File: src/rtl/boot_failover_pkg.sv
package boot_failover_pkg;

    typedef enum logic [1:0] {
        ATT_PRI0 = 2'd0,
        ATT_SEC  = 2'd1,
        ATT_PRI1 = 2'd2
    } attempt_e;

    typedef struct packed {
        logic [2:0] rsvd;
        logic       sec_active;
        logic       halted;
        logic [1:0] attempt;
        logic       fail;
    } status_t;

    localparam logic [1:0] ADDR_CTRL = 2'd0;
    localparam logic [1:0] ADDR_MULT = 2'd1;
    localparam logic [1:0] ADDR_STAT = 2'd2;

    function automatic logic sel_secondary(attempt_e a);
        return a == ATT_SEC;
    endfunction

    function automatic attempt_e next_attempt(attempt_e a);
        case (a)
            ATT_PRI0: return ATT_SEC;
            ATT_SEC:  return ATT_PRI1;
            default:  return ATT_PRI1;
        endcase
    endfunction

endpackage

File: src/rtl/bfo_watchdog.sv
module bfo_watchdog #(
    parameter int BASE_TICKS = 160_000_000,
    parameter int MULT_W     = 4
) (
    input  logic              clk,
    input  logic              rst,
    input  logic              en,
    input  logic              clr,
    input  logic [MULT_W-1:0] mult,
    output logic              timeout
);
    localparam int BW = (BASE_TICKS > 1) ? $clog2(BASE_TICKS) : 1;
    localparam logic [BW-1:0] BMAX = BW'(BASE_TICKS - 1);

    logic [BW-1:0]     base_cnt;
    logic [MULT_W-1:0] mult_cnt;
    logic [MULT_W-1:0] mult_lim;

    assign mult_lim = (mult == '0) ? '0 : mult - 1'b1;
    assign timeout  = en && !clr && (base_cnt == BMAX) && (mult_cnt == mult_lim);

    always_ff @(posedge clk) begin
        if (rst || clr || !en || timeout) begin
            base_cnt <= '0;
            mult_cnt <= '0;
        end else if (base_cnt == BMAX) begin
            base_cnt <= '0;
            mult_cnt <= mult_cnt + 1'b1;
        end else begin
            base_cnt <= base_cnt + 1'b1;
        end
    end

    AST_WD_RESTART: assert property (@(posedge clk) disable iff (rst)
        (clr || !en) |=> (base_cnt == '0 && mult_cnt == '0));

endmodule

File: src/rtl/bfo_seq.sv
module bfo_seq
    import boot_failover_pkg::*;
#(
    parameter int RST_PULSE = 16
) (
    input  logic     clk,
    input  logic     rst,
    input  logic     hard_evt,
    input  logic     soft_evt,
    input  logic     timeout,
    output attempt_e attempt,
    output logic     halt,
    output logic     fail,
    output logic     rst_req
);
    localparam int PW = $clog2(RST_PULSE + 1);

    logic [PW-1:0] pulse_cnt;

    assign rst_req = (pulse_cnt != '0);

    always_ff @(posedge clk) begin
        if (rst) begin
            attempt   <= ATT_PRI0;
            halt      <= 1'b0;
            fail      <= 1'b0;
            pulse_cnt <= '0;
        end else if (hard_evt) begin
            attempt   <= ATT_PRI0;
            halt      <= 1'b0;
            fail      <= 1'b0;
            pulse_cnt <= PW'(RST_PULSE);
        end else if (soft_evt) begin
            attempt   <= ATT_PRI0;
            halt      <= 1'b0;
            pulse_cnt <= PW'(RST_PULSE);
        end else if (timeout) begin
            fail <= 1'b1;
            if (attempt == ATT_PRI1) begin
                halt <= 1'b1;
            end else begin
                attempt   <= next_attempt(attempt);
                pulse_cnt <= PW'(RST_PULSE);
            end
        end else if (pulse_cnt != '0) begin
            pulse_cnt <= pulse_cnt - 1'b1;
        end
    end

    AST_ATTEMPT_STEP: assert property (@(posedge clk) disable iff (rst)
        (timeout && attempt != ATT_PRI1 && !hard_evt && !soft_evt)
        |=> (attempt == next_attempt($past(attempt)) && rst_req));
    AST_HALT_QUIET: assert property (@(posedge clk) disable iff (rst)
        (halt && !rst_req && !hard_evt && !soft_evt) |=> !rst_req);
    AST_FAIL_STICKY: assert property (@(posedge clk) disable iff (rst)
        (fail && !hard_evt) |=> fail);
    AST_PULSE_HOLD: assert property (@(posedge clk) disable iff (rst)
        (pulse_cnt > 1) |=> rst_req);

endmodule

File: src/rtl/bfo_regs.sv
module bfo_regs
    import boot_failover_pkg::*;
#(
    parameter int MULT_W = 4
) (
    input  logic              clk,
    input  logic              rst,
    input  logic              hard_evt,
    input  logic              soft_evt,
    input  logic              wr,
    input  logic [1:0]        addr,
    input  logic [7:0]        wdata,
    input  status_t           status,
    output logic              boot_done,
    output logic              sw_sel,
    output logic [MULT_W-1:0] mult,
    output logic [7:0]        rdata
);
    logic unused_wdata;
    assign unused_wdata = ^wdata;

    always_ff @(posedge clk) begin
        if (rst || hard_evt) begin
            boot_done <= 1'b0;
            sw_sel    <= 1'b0;
            mult      <= MULT_W'(1);
        end else if (soft_evt) begin
            boot_done <= 1'b0;
            sw_sel    <= 1'b0;
        end else if (wr) begin
            if (addr == ADDR_CTRL) begin
                boot_done <= boot_done | wdata[0];
                sw_sel    <= wdata[1];
            end else if (addr == ADDR_MULT) begin
                mult <= wdata[MULT_W-1:0];
            end
        end
    end

    always_comb begin
        case (addr)
            ADDR_CTRL: rdata = {6'b0, sw_sel, boot_done};
            ADDR_MULT: rdata = {{(8-MULT_W){1'b0}}, mult};
            ADDR_STAT: rdata = status;
            default:   rdata = 8'h00;
        endcase
    end

    AST_DONE_STICKY: assert property (@(posedge clk) disable iff (rst)
        (boot_done && !hard_evt && !soft_evt) |=> boot_done);

endmodule

File: src/rtl/boot_failover_ctrl.sv
module boot_failover_ctrl
    import boot_failover_pkg::*;
#(
    parameter int BASE_TICKS = 160_000_000,
    parameter int MULT_W     = 4,
    parameter int RST_PULSE  = 16
) (
    input  logic       clk,
    input  logic       rst,
    input  logic       rst_pwrup,
    input  logic       rst_pfail,
    input  logic       rst_sw,
    input  logic       rst_button,
    input  logic       rst_jtag,
    input  logic       rst_superv,
    input  logic       wdt_kick,
    input  logic       flash_sel,
    input  logic       reg_wr,
    input  logic [1:0] reg_addr,
    input  logic [7:0] reg_wdata,
    output logic [7:0] reg_rdata,
    output logic       cs_pri,
    output logic       cs_sec,
    output logic       sys_rst_req,
    output logic       halt
);
    logic              hard_evt, soft_evt, timeout, wd_en, wd_clr;
    logic              boot_done, sw_sel, fail, dev_sec;
    logic [MULT_W-1:0] mult;
    attempt_e          attempt;
    status_t           status;

    assign hard_evt = rst_pwrup | rst_pfail;
    assign soft_evt = rst_sw | rst_button | rst_jtag | rst_superv;
    assign wd_en    = !boot_done && !halt && !sys_rst_req;
    assign wd_clr   = wdt_kick | hard_evt | soft_evt;

    bfo_watchdog #(.BASE_TICKS(BASE_TICKS), .MULT_W(MULT_W)) i_wd (
        .clk(clk), .rst(rst), .en(wd_en), .clr(wd_clr), .mult(mult), .timeout(timeout)
    );

    bfo_seq #(.RST_PULSE(RST_PULSE)) i_seq (
        .clk(clk), .rst(rst), .hard_evt(hard_evt), .soft_evt(soft_evt),
        .timeout(timeout), .attempt(attempt), .halt(halt), .fail(fail),
        .rst_req(sys_rst_req)
    );

    assign dev_sec = boot_done ? sw_sel : sel_secondary(attempt);

    always_comb begin
        status            = '0;
        status.fail       = fail;
        status.attempt    = attempt;
        status.halted     = halt;
        status.sec_active = dev_sec;
    end

    bfo_regs #(.MULT_W(MULT_W)) i_regs (
        .clk(clk), .rst(rst), .hard_evt(hard_evt), .soft_evt(soft_evt),
        .wr(reg_wr), .addr(reg_addr), .wdata(reg_wdata), .status(status),
        .boot_done(boot_done), .sw_sel(sw_sel), .mult(mult), .rdata(reg_rdata)
    );

    assign cs_pri = flash_sel && !halt && !dev_sec;
    assign cs_sec = flash_sel && !halt && dev_sec;

    AST_CS_EXCL: assert property (@(posedge clk) disable iff (rst)
        $onehot0({cs_pri, cs_sec}));
    AST_CS_GATED: assert property (@(posedge clk) disable iff (rst)
        (cs_pri || cs_sec) |-> (flash_sel && !halt));

endmodule

File: config.mk
export PLATFORM = sky130hd
export DESIGN_NAME = boot_failover_ctrl
export DESIGN_NICKNAME = d
export VERILOG_FILES = /design/src/rtl/boot_failover_pkg.sv /design/src/rtl/bfo_watchdog.sv /design/src/rtl/bfo_seq.sv /design/src/rtl/bfo_regs.sv /design/src/rtl/boot_failover_ctrl.sv
export SDC_FILE = /design/constraint.sdc
export NUM_CORES = 1
export LEC_CHECK = 0
export CORE_MARGIN = 1.5
export CORE_UTILIZATION = 50
export CTS_BUF_LIST = sky130_fd_sc_hd__clkbuf_8 sky130_fd_sc_hd__clkbuf_16
export DETAILED_ROUTE_END_ITERATION = 10
export PLACE_DENSITY_LB_ADDON = 0.3
export SETUP_SLACK_MARGIN = 0.15
export SYNTH_ARGS = -nofsm -noshare
export SYNTH_HDL_FRONTEND = slang
export SYNTH_SLANG_ARGS = --single-unit
File: constraint.sdc
create_clock -name clk -period 2.6 [get_ports clk]
set_input_delay 0.39 -clock clk [delete_from_list [all_inputs] [get_ports clk]]
set_output_delay 0.39 -clock clk [all_outputs]
set_load 0.01 [all_outputs]
## After elaboration in Yosys (flattened, before gate mapping)

Index checks and enable logic that the tools add are counted.

| storage, ports and cells | value |
|---|---|
| register bits | 47 |
| output and inout bits | 12 |
| word-level logic and storage cells | 76 |

| operators by class | value |
|---|---|
| add/subtract/negate cells | 4 |
| eq/ne operators | 8 |
| mux-type cells | 9 |
| bitwise operators | 10 |
| reduce and logical (&&, ||, !) cells | 35 |

Operator list:

| operator | number |
|---|---|
| $add A28 B1 Y28 const B | 1 |
| $eq A28 B28 Y1 const B | 1 |
| $mux W5 | 5 |
| $pmux W5 S3 | 1 |
| $reduce_and A2 Y1 | 6 |
| $logic_and A1 B1 Y1 | 8 |
| $or A1 B1 Y1 | 7 |
| $logic_not A1 Y1 | 6 |
| $reduce_or A2 Y1 | 3 |
| $reduce_bool A5 Y1 | 1 |
| $sub A5 B1 Y5 const B | 1 |
| $add A4 B1 Y4 const B | 1 |
| $eq A2 B1 Y1 const B | 2 |
| $eq A2 B2 Y1 const B | 2 |
| $eq A4 B4 Y1 | 1 |
| $logic_not A2 Y1 | 2 |
| $logic_not A4 Y1 | 1 |
| $logic_or A1 B1 Y1 | 4 |
| $mux W4 | 1 |
| $ne A4 B4 Y1 const B | 1 |
| $reduce_and A4 Y1 | 1 |
| $reduce_bool A4 Y1 | 1 |
| $sub A4 B1 Y4 const B | 1 |
| $not A1 Y1 | 3 |
| 5 further kinds | 5 |

## Depth between registers and ports, before layout

Gate-level depths: netlist of run 1.

| logic depth | value |
|---|---|
| depth after elaboration | 11 |
| gate-level depth with buffers | 8 |
| gate-level depth less buffers | 7 |

## Modules after synthesis

From an unflattened synthesis of run 1, not the netlist that was laid out.

| unflattened totals | value |
|---|---|
| cell total of the unflattened synthesis | 295 |
| area, all modules | 2539.9 sq um |

By module, submodules not included:

| module | times used | cells an instance | area an instance (sq um) | sequential area each (sq um) |
|---|---|---|---|---|
| bfo_watchdog | 1 | 194 | 1630.3 | 640.6 |
| bfo_regs | 1 | 41 | 422.9 | 120.1 |
| bfo_seq | 1 | 49 | 417.9 | 180.2 |
| boot_failover_ctrl | 1 | 11 | 68.8 | 0.0 |

## Worst setup path before layout of run 1

Ideal clock, no wire load.

| timing path | value |
|---|---|
| kind | reg-to-reg |
| start point | register i_wd.base_cnt[0] |
| end point | register i_seq.pulse_cnt[1] |
| arrival | 1884 ps |
| slack | 575 ps |
| cell stages (with the launch flop) | 8 |
| buffers on the path | 0 |
| clock period less this slack | 2025 ps |
| cells stage by stage | dfxtp_1 > ha_1 > nand4_1 > or2_2 > nor3_4 > o2111ai_4 > a21oi_1 > o32ai_1 |

| on the way | value |
|---|---|
| cells in the longest elaborated chain, start to end | 5 |
| elaborated cells on any way between the ends | 7 |
| those cells by class | 2 x eq/ne; 1 x mux; 4 x reduce/logical |

Ends and longest elaborated chain:

| item | line | text |
|---|---|---|
| start: declaration | bfo_watchdog.sv:15 | `logic [BW-1:0] base_cnt;` |
| start signal: assignment | bfo_watchdog.sv:30 | `base_cnt <= base_cnt + 1'b1;` |
| $eq A28 B28 Y1 * | bfo_watchdog.sv:20 | `assign timeout = en && !clr && (base_cnt == BMAX) && (mult_cnt == mult_lim);` |
| $logic_and A1 B1 Y1 * (2 in a row) | bfo_watchdog.sv:20 |  |
| $ne A2 B2 Y1 (no source line) or $reduce_bool A2 Y1 (tied branches) | -- |  |
| $reduce_and A2 Y1 (no source line) | -- |  |
| end signal: assignment | bfo_seq.sv:32 | `pulse_cnt <= PW'(RST_PULSE);` |
| end signal: assignment | bfo_seq.sv:36 | `pulse_cnt <= PW'(RST_PULSE);` |
| end signal: assignment | bfo_seq.sv:43 | `pulse_cnt <= PW'(RST_PULSE);` |
| end: declaration | bfo_seq.sv:18 | `logic [PW-1:0] pulse_cnt;` |

Mark *: on every way between the ends. The rest lies on a longest branch, timed or not.
A chain may end at the register's enable or synchronous reset.

## Final worst setup path of run 1

| timing path | value |
|---|---|
| start point | input port reg_addr[1] |
| end point | output port reg_rdata[2] |

| on the way | value |
|---|---|
| cells in the longest elaborated chain, start to end | 2 |
| elaborated cells on any way between the ends | 4 |
| those cells by class | 2 x eq/ne; 1 x mux; 1 x reduce/logical |

Ends and longest elaborated chain:

| item | line | text |
|---|---|---|
| start: declaration | boot_failover_ctrl.sv:19 | `input logic [1:0] reg_addr,` |
| $eq A2 B2 Y1 (tied with other cells) | bfo_regs.sv:41 | `case (addr)` |
| $pmux W5 S3 * | bfo_regs.sv:41 |  |
| end: declaration | boot_failover_ctrl.sv:21 | `output logic [7:0] reg_rdata,` |

Marked as above.

==> results of run 1 <==
[worst min-delay path, stage by stage (launching register included)]
cell	delay [ps]
dfxtp_1	320
inv_1	50
a21oi_1	50
[flip-flops by register name, indices dropped and copies added, names as in the netlist]
signal,count
i_wd.base_cnt,28
i_seq.fail,1
i_wd.mult_cnt,4
i_regs.mult,4
i_seq.attempt,2
i_seq.pulse_cnt,5
i_regs.sw_sel,1
i_seq.halt,1
i_regs.boot_done,1
[metrics by stage]
step | worst slack, ps | instance area (µm²) | total power, mW
CTS | 224 | 2790 | 1.24
floorplan | 575 | 2380 | 0.763
global placement | 121 | 2710 | 0.799
detailed placement | 95.6 | 2710 | 0.799
global route | 173 | 2800 | 1.27
finish | 272 | 2800 | 1.23
[power breakdown]
| part | total [mW] | internal (mW) | leakage [nW] | switching [mW] |
|---|---|---|---|---|
| Sequential | 0.722 | 0.720 | 0.379 | 0.00125 |
| Clock | 0.444 | 0.190 | 0.0483 | 0.254 |
| Combinational | 0.0615 | 0.0369 | 0.500 | 0.0247 |
[synthesized netlist by cell type (3+ instances only)]
library cell and number:
nand3_1 17, ha_1 4, xnor2_1 10, nand2_1 21, dfxtp_1 47, nor2_1 44, o21a_1 5, inv_1 9
buf_4 3, o21ai_0 6, nand2b_1 3, or3_1 3, and3_1 5, nor4_1 5, nand4_1 10, nor3_1 10
a21oi_1 6, mux2i_1 8, nor2b_1 3, nor3b_1 4, and2_1 4, xor2_1 21
[per-layer routing]
metal,wire length [µm],global-route usage [%]
met3,119,4.31
met1,2340,26.3
met4,44,5.87
met5,0,0
met2,2110,29.3
[cell type report]
type,instances,area (µm²)
Fill cell,395,1680
Multi-Input combinational cell,215,1370
Sequential cell,47,941
Timing Repair Buffer,30,300
Clock buffer,5,68.8
Tap cell,52,65.1
Inverter,9,33.8
Clock inverter,3,18.8
[logic make-up after synthesis]
| kind of cell | after synthesis | share of synthesized area, % |
|---|---|---|
| other | 1 | 0.158 |
| muxes | 8 | 3.37 |
| adders and majority gates | 4 | 2.11 |
| and+or+nand+nor | 143 | 32.3 |
| xor gates and xnor gates | 31 | 11.4 |
| buffers and inverters | 16 | 3.11 |
| DFF | 47 | 39.6 |
| AOI/OAI and AO/OA | 26 | 7.91 |
[final timing paths]
| check | from | endpoint | slack, ps |
|---|---|---|---|
| hold reg to reg | i_seq.fail | i_seq.fail | 460 |
| hold / removal | i_seq.fail | i_seq.fail | 460 |
| setup / recovery | reg_addr[1] | reg_rdata[2] | 270 |
| setup reg to reg | i_wd.base_cnt[0] | i_seq.attempt[0] | 360 |
==> results.ini, run 1 <==
[route]
routed_wl_um=4620
remaining_drcs=0
drt-pass1-iter-count=4
routed_via_density=5.36
route.antenna.remaining_nets=0
routed-via-count=1936
drt_iter0_drc=75
route.detailed.wl_per_inst_um=12.8

[floorplan]
die_h_um=71.9
design.portCount=33
std_cell_rows=24
fp.coreArea_um2=4470
die_w_um=71.9
die_ar_um2=5170
starting_density_of_the_core_pct=53.0

[synth]
syn_area_um2=2370
yosys_warnings=0
synth.ff_latch_count=47
count_of_mapped_cells_out_of_synthesis=276
synth_seq_area_share_pct=39.6
cells_taking_the_most_area_after_synthesis=dfxtp_1, xor2_1, nor2_1, xnor2_1, nand3_1
synth_top_cell_by_area=dfxtp_1
number_of_enable_type_register_cells_in_the_synthesized_netlist=0
postSynth.asyncResetShare_pct=0
synth_top_flop_cell=dfxtp_1
syn_area_per_cell_um2=8.60
yosysTopAreaCellShare_pct=39.6
netlist-cell-type-count=43

[sta]
rsz0062_at_grt=false
setup_total_negative_slack_ps=0
setup_viol_count_final=0
worst_hold_slack_ps=456
slew_headroom_pct=64.8
timing.fmax_ghz=0.430
slew_viol_final=0
finalCritPeriodShare_pct=89.5
least_margin_pin_slew_ps=519
timing.final.hold_violations=0
min_period_ps=2330
skew_ps=8.06

[hold_path]
worst_hold_path.num_cells=2
worstHoldPathType=reg -> reg

[clock_tree]
worst_setup_hold_path_clk_slew_ps=80
cts_max_level=2
post-cts-setup-buffers=0
cts_tree=built
worstSkewPairLatency_ps=300
post_cts.resized_instances=0
cts_root_buf=clkbuf_8
cts_hold_buffers=0
clock-sinks=47
clockBufferDepth=2
cts-buffers-inserted=5

[flow_run]
drv_cap=0

[worst_setup_path]
critical_path.startpoint_type=input pin
cp_cell_sequence=clkdlybuf4s50_1 -> nor2b_1 -> a22o_1 -> clkdlybuf4s50_1
critPathBufInv=2
end_kind=primary output
criticalPathCategory=in -> out
worstSetupPathDepth=4
worst-endpoint-arrival_ps=1940
reg2regPathDepth=7
cpMaxStageDelayCell=clkdlybuf4s50_1
req_time_crit_path_ps=2210
timing.critical_path.mode_cell=clkdlybuf4s50_1
timing.critical_path.max_delay_family=buffers and inverters
cp_max_fo=5
max_stage_delay_ps=600

[pwr]
power-per-cell-area_nw_per_um2=439
p_leak_nw=0.927
worst_ir_drop_vdd_uv=309

[global_routing]
grt_antenna_before_repair=0
first_global_vias=1734
grt_pass1_wl_um=7750
largest_net_degree_at_the_start_of_global_routing=26
grt_remaining_overflow=0
grt_use_total_pct=18.9

[cells_and_area]
area.growth.synth_to_final_pct=17.8
antenna_cells=0
layout.cells.most_common_list=dfxtp_1, nor2_1, clkdlybuf4s50_1, nand2_1, xor2_1
commonest_non_fill_non_tap_cell_in_the_layout=dfxtp_1
post_route_cells_drive_above_1_share_pct=8.09
postLayoutCoreUtil_pct=62.5
stdcell_count=361
finalNetCount=333

[placement]
post_placement_cell_count=353
port_buf_inserts=25
globalplace.congestion=0.791
detailedPlacementHpwl_um=3470

[outcome]
result_of_the_run=finished clean

(Power assumes the default switching activity.)
==> run 2, diff against run 1 <==
- CTS_CLUSTER_DIAMETER: unset -> 30
- REMOVE_ABC_BUFFERS: unset -> 1
==> run 2 against run 1 <==
  * First-iteration DRC count is 60% higher
  * Sequential share of layout area down 0.45 points
  * Clock power increased by 23%
  * Design area rose by 1.3%
  * Hold slack improved by 24 ps
  * Sequential power is essentially flat
  * Largest cell class unchanged
==> results.ini, run 2 (synthesized netlist as in run 1, its figures left out) <==
[sta]
timing.final.hold_violations=0  ; unchanged
least_margin_pin_slew_ps=529  ; +9.49 ps
finalCritPeriodShare_pct=88.8  ; -0.77 points
slew_headroom_pct=64.6  ; -0.22 points
skew_ps=9.34  ; +1.28 ps
min_period_ps=2310  ; -20.1 ps
timing.fmax_ghz=0.433  ; +0.87%
worst_hold_slack_ps=480  ; +23.8 ps
setup_viol_count_final=0  ; unchanged
slew_viol_final=0  ; unchanged
rsz0062_at_grt=false
setup_total_negative_slack_ps=0  ; unchanged

[worst_setup_path]
cpMaxStageDelayCell=clkdlybuf4s50_1
reg2regPathDepth=7  ; unchanged
cp_max_fo=5  ; unchanged
critical_path.startpoint_type=input pin
regToRegStartpoint=i_wd.base_cnt[0]
worstReg2RegEnd=i_seq.attempt[0]
max_stage_delay_ps=590  ; about the same
req_time_crit_path_ps=2210  ; about the same
worst-endpoint-arrival_ps=1920  ; -20 ps
criticalPathCategory=in -> out
critPathBufInv=2  ; unchanged
timing.critical_path.max_delay_family=buffers and inverters
cp_cell_sequence=clkdlybuf4s50_1 -> nor2b_1 -> a22o_1 -> clkdlybuf4s50_1
rrSetupSlack_ps=350  ; about the same
timing.critical_path.mode_cell=clkdlybuf4s50_1
end_kind=primary output

[route]
route.antenna.remaining_nets=0  ; unchanged
routed_wl_um=4790  ; +3.8%
drt_iter0_drc=120  ; +60%
routed_via_density=5.46  ; +1.9%
drt-pass1-iter-count=4  ; unchanged
remaining_drcs=0  ; unchanged
route.detailed.wl_per_inst_um=13.3  ; +3.8%
routed-via-count=1972  ; +1.9%

[cells_and_area]
commonest_non_fill_non_tap_cell_in_the_layout=dfxtp_1
postLayoutCoreUtil_pct=63.3  ; +0.84 points
n_fill_cell=373  ; -5.6%
multi_input_comb_area_um2=1380  ; +0.64%
reg.largest.list=i_wd.base_cnt (28), i_seq.pulse_cnt (5)
post_route_cells_drive_above_1_share_pct=8.09  ; unchanged
seqCellArea_um2=941  ; unchanged
regMostFlops=i_wd.base_cnt
finalNetCount=333  ; unchanged
area.growth.synth_to_final_pct=19.4
layout.cells.most_common_list=dfxtp_1, nor2_1, clkdlybuf4s50_1, nand2_1, xor2_1
largest_reg_flops=28  ; unchanged
antenna_cells=0  ; unchanged
final_area_um2=2830  ; +1.3%

[global_routing]
first_global_vias=1899  ; +9.5%
grt_remaining_overflow=0  ; unchanged
grt_pass1_wl_um=8270  ; +6.7%
largest_net_degree_at_the_start_of_global_routing=26  ; unchanged
grt_use_total_pct=20.0  ; +1.2 points
grt_antenna_before_repair=0  ; unchanged

[floorplan]
std_cell_rows=24  ; unchanged
die_h_um=71.9  ; unchanged
design.portCount=33  ; unchanged
die_ar_um2=5170  ; unchanged
fp.coreArea_um2=4470  ; unchanged
die_w_um=71.9  ; unchanged
starting_density_of_the_core_pct=53.0  ; unchanged

[placement]
detailedPlacementHpwl_um=3490  ; +0.64%
place_area_um2=2710  ; unchanged
port_buf_inserts=25  ; unchanged
globalplace.congestion=0.803  ; +1.5%

[clock_tree]
worst_setup_hold_path_clk_slew_ps=90  ; about the same
post-cts-setup-buffers=0  ; unchanged
clockBufferDepth=2  ; unchanged
cts_tree=built
worstSkewPairLatency_ps=300  ; about the same
cts-buffers-inserted=5  ; unchanged
clock-sinks=47  ; unchanged
cts_root_buf=clkbuf_8
cts_max_level=2  ; unchanged

[pwr]
worst_ir_drop_vdd_uv=322  ; +4.0%
power-per-cell-area_nw_per_um2=470  ; +7.2%
p_leak_nw=0.947  ; +2.2%

[hold_path]
worst_hold_path.num_cells=1  ; -1
worst_hold_startpoint=i_wd.base_cnt[0]
worstHoldPathType=reg -> reg
worst_hold_path.endpoint=i_wd.base_cnt[0]

[flow_run]
drv_cap=0  ; unchanged

[outcome]
result_of_the_run=finished clean

run 2: cell count changes in the layout (fill, tap and decap cells not counted), sizes merged:
cell,delta
bufinv,+1
clkinv,-1
run 2: layout make-up:
class,count,area share (%)
Multi-Input combinational cell,215,48.6
Sequential cell,47,33.2
Timing Repair Buffer,30,10.6
Clock buffer,5,2.43
Tap cell,52,2.30
Clock inverter,3,1.68
Inverter,9,1.19
run 2: worst max-delay path by stage:
stage	start	to	slack [ps]	depth (start not counted)
3_5_place_dp	rst_button	i_seq.attempt[0]	110	7
5_1_grt	i_wd.base_cnt[0]	i_seq.attempt[0]	160	7
6_report	reg_addr[1]	reg_rdata[2]	290	4
3_3_place_gp	rst_button	i_seq.attempt[0]	130	7
4_1_cts	reg_addr[0]	reg_rdata[0]	230	5
2_1_floorplan	i_wd.base_cnt[0]	i_seq.pulse_cnt[1]	570	7
run 2: power breakdown:
group / switching, mW / internal [mW]
registers: 0.00150 / 0.720
logic: 0.0249 / 0.0378
clock network: 0.257 / 0.292
total: 0.283 / 1.05
run 2: through the flow:
step	total power, mW	std cells	worst slack (ps)
6_report	1.33	361	292
5_1_grt	1.37	361	155
4_1_cts	1.34	361	234
3_5_place_dp	0.800	353	109
3_3_place_gp	0.799	353	128
2_1_floorplan	0.760	271	575
run 2: what timing repair did:
action                     4_1_cts  5_1_grt
setup endpoints to repair        0        2
hold buffers                     0        0
gates resized for setup          0        2
run 2: layer usage:
layer	vias to the layer above	global-route usage [%]	share of wire, %
li1	1019	-	-
met3	5	4.31	2.6
met5	-	0	0
met4	0	6.08	1.0
met1	933	27.0	49
met2	15	32.4	47
==> run 3, diff against run 2 <==
- ABC_AREA: unset -> 1
==> run 3 against run 2 <==
  * Clock-buffer cell count grew 1
  * Flip-flop and latch count is the same
  * Hold slack lost 13 ps
  * Die area grew 15%
  * Sequential power is essentially flat
  * First-iteration DRC count shrank 8.3%
  * Register-to-register slack gained 180 ps
  * Via count grew 22%
==> results.ini, run 3 <==
[sta]
rsz0062_at_grt=false
min_period_ps=2270  ; -34.1 ps
timing.final.hold_violations=0  ; unchanged
slew_headroom_pct=66.8  ; +2.2 points
setup_viol_count_final=0  ; unchanged
setup_total_negative_slack_ps=0  ; unchanged
timing.fmax_ghz=0.440  ; +1.5%
least_margin_pin_slew_ps=494  ; -34.6 ps
skew_ps=8.82  ; -0.520 ps
slew_viol_final=0  ; unchanged
finalCritPeriodShare_pct=87.4  ; -1.3 points

[clock_tree]
worst_setup_hold_path_clk_slew_ps=80  ; about the same
clockBufferDepth=2  ; unchanged
post-cts-setup-buffers=0  ; unchanged
cts_tree=built
clock-sinks=47  ; unchanged
post_cts.resized_instances=0  ; unchanged
worstSkewPairLatency_ps=300  ; about the same
cts_root_buf=clkbuf_8
cts_max_level=2  ; unchanged
cts_hold_buffers=0  ; unchanged
cts-buffers-inserted=5  ; unchanged

[worst_setup_path]
cpMaxStageDelayCell=clkdlybuf4s50_1
critical_path.startpoint_type=input pin
worst-endpoint-arrival_ps=1880  ; -40 ps
cp_max_fo=3  ; -2
max_stage_delay_ps=550  ; -40 ps
criticalPathCategory=in -> out
end_kind=primary output
cp_cell_sequence=clkdlybuf4s50_1 -> inv_1 -> nor2_1 -> inv_1 -> o22ai_1 -> clkdlybuf4s50_1
req_time_crit_path_ps=2210  ; about the same

[cells_and_area]
finalNetCount=450  ; +35%
post_route_cells_drive_above_1_share_pct=13.2  ; +5.1 points
regMostFlops=i_wd.base_cnt
final_area_um2=3140  ; +11%
reg.largest.list=i_wd.base_cnt (28), i_seq.pulse_cnt (5)
largest_reg_flops=28  ; unchanged
area.growth.synth_to_final_pct=14.0
antenna_cells=0  ; unchanged
layout.cells.most_common_list=nand2_1, nor2_1, inv_1, dfxtp_1, clkdlybuf4s50_1
commonest_non_fill_non_tap_cell_in_the_layout=nand2_1

[route]
route.antenna.remaining_nets=0  ; unchanged
drt-pass1-iter-count=4  ; unchanged
routed_wl_um=5350  ; +12%
routed_via_density=4.85  ; -11%
route.detailed.wl_per_inst_um=10.8  ; -19%
drt_iter0_drc=110  ; -8.3%
routed-via-count=2403  ; +22%
remaining_drcs=0  ; unchanged

[synth]
synth_top_cell_by_area=dfxtp_1
synth.ff_latch_count=47  ; unchanged
syn_area_per_cell_um2=6.95  ; -19%
yosysTopAreaCellShare_pct=34.2  ; -5.5 points
synth_commonest_cells=nand2_1, nor2_1, inv_1
synth_seq_area_share_pct=34.2  ; -5.5 points
syn_area_um2=2750  ; +16%
cells_taking_the_most_area_after_synthesis=dfxtp_1, nand2_1, nor2_1, inv_1, nor3b_2
synth_top_flop_cell=dfxtp_1
yosys_warnings=0  ; unchanged
count_of_mapped_cells_out_of_synthesis=396  ; +43%
synth.most_common_cell=nand2_1
number_of_enable_type_register_cells_in_the_synthesized_netlist=0  ; unchanged
netlist-cell-type-count=40  ; -7.0%
postSynth.asyncResetShare_pct=0  ; unchanged

[global_routing]
largest_net_degree_at_the_start_of_global_routing=23  ; -12%
grt_antenna_before_repair=0  ; unchanged
grt_util_met2_pct=34.6  ; +2.2 points
grt_use_total_pct=19.6  ; -0.46 points
grt_pass1_wl_um=9520  ; +15%
gr-usage-met3_pct=4.29  ; -0.020 points
globalRouteMet1Util_pct=23.4  ; -3.6 points
busiest_layer=met2
first_global_vias=2293  ; +21%
grt_remaining_overflow=0  ; unchanged

[hold_path]
worstHoldPathType=reg -> reg

[floorplan]
die_w_um=77.2  ; +7.4%
die_ar_um2=5960  ; +15%
die_h_um=77.2  ; +7.4%
starting_density_of_the_core_pct=52.9  ; -0.14 points
std_cell_rows=26  ; +8.3%
fp.coreArea_um2=5200  ; +16%
design.portCount=33  ; unchanged

[pwr]
p_leak_nw=1.25  ; +32%
worst_ir_drop_vdd_uv=255  ; -21%
power-per-cell-area_nw_per_um2=394  ; -16%

[placement]
port_buf_inserts=25  ; unchanged
place_area_um2=3050  ; +13%
detailedPlacementHpwl_um=4150  ; +19%
globalplace.congestion=0.868  ; +8.1%

[flow_run]
drv_cap=0  ; unchanged

[outcome]
result_of_the_run=finished clean

## run 3: path summary, 6_finish.rpt
kind,to,start,cells past startpoint,slack (ps)
max reg2reg,i_wd.base_cnt[12],i_seq.pulse_cnt[0],12,530
max,reg_rdata[3],reg_addr[1],6,330
min reg2reg,i_wd.base_cnt[0],i_wd.base_cnt[0],1,470
min,i_wd.base_cnt[0],i_wd.base_cnt[0],1,470
## run 3: final cells by class
type                            count  area [µm²]
Multi-Input combinational cell    277        1510
Timing Repair Buffer               26         260
Tap cell                           70        87.6
Clock inverter                      1        5.00
Fill cell                         503        2060
Sequential cell                    47         941
Clock buffer                        6        82.6
Inverter                           68         256
## run 3: report_power, final
group	total, mW	switching [mW]	internal [mW]
Sequential	0.721	0.000822	0.720
Combinational	0.0605	0.0266	0.0338
Clock	0.455	0.246	0.209
## run 3: per-layer routing
metal,vias up,share of wire [%]
met5,-,0
met4,0,1.3
met3,8,3.9
met2,41,49
met1,1062,46
li1,1292,-
## run 3: cell families after synthesis
logic type               Yosys count  synth area share, %
AND/OR/NAND/NOR                  227                 42.7
buffers and inverters             74                 11.4
flip-flops                        47                 34.2
AO/OA/AOI/OAI                     34                 6.95
XOR/XNOR                           9                 2.86
adder cells (fa/ha/maj)            4                 1.82
other                              1                0.136
## run 3: critical path: cells and delay by family
| family | cells | cell delay, ps |
|---|---|---|
| AOI/OAI and AO/OA | 1 | 120 |
| buffers and inverters | 4 | 1200 |
| and+or+nand+nor | 1 | 170 |
## run 3: metrics by stage
stage                     setup slack (ps)  util [%]  hold slack (ps)  total power [mW]  cells
after global placement                 278      58.6              431             0.798    488
final                                  327      60.3              467              1.24    495
after CTS                              260      60.3              472              1.25    495
after detailed placement               270      58.6              437             0.798    488
after floorplan                        841         -              417             0.763    392
after global routing                   178      60.3              495              1.28    495
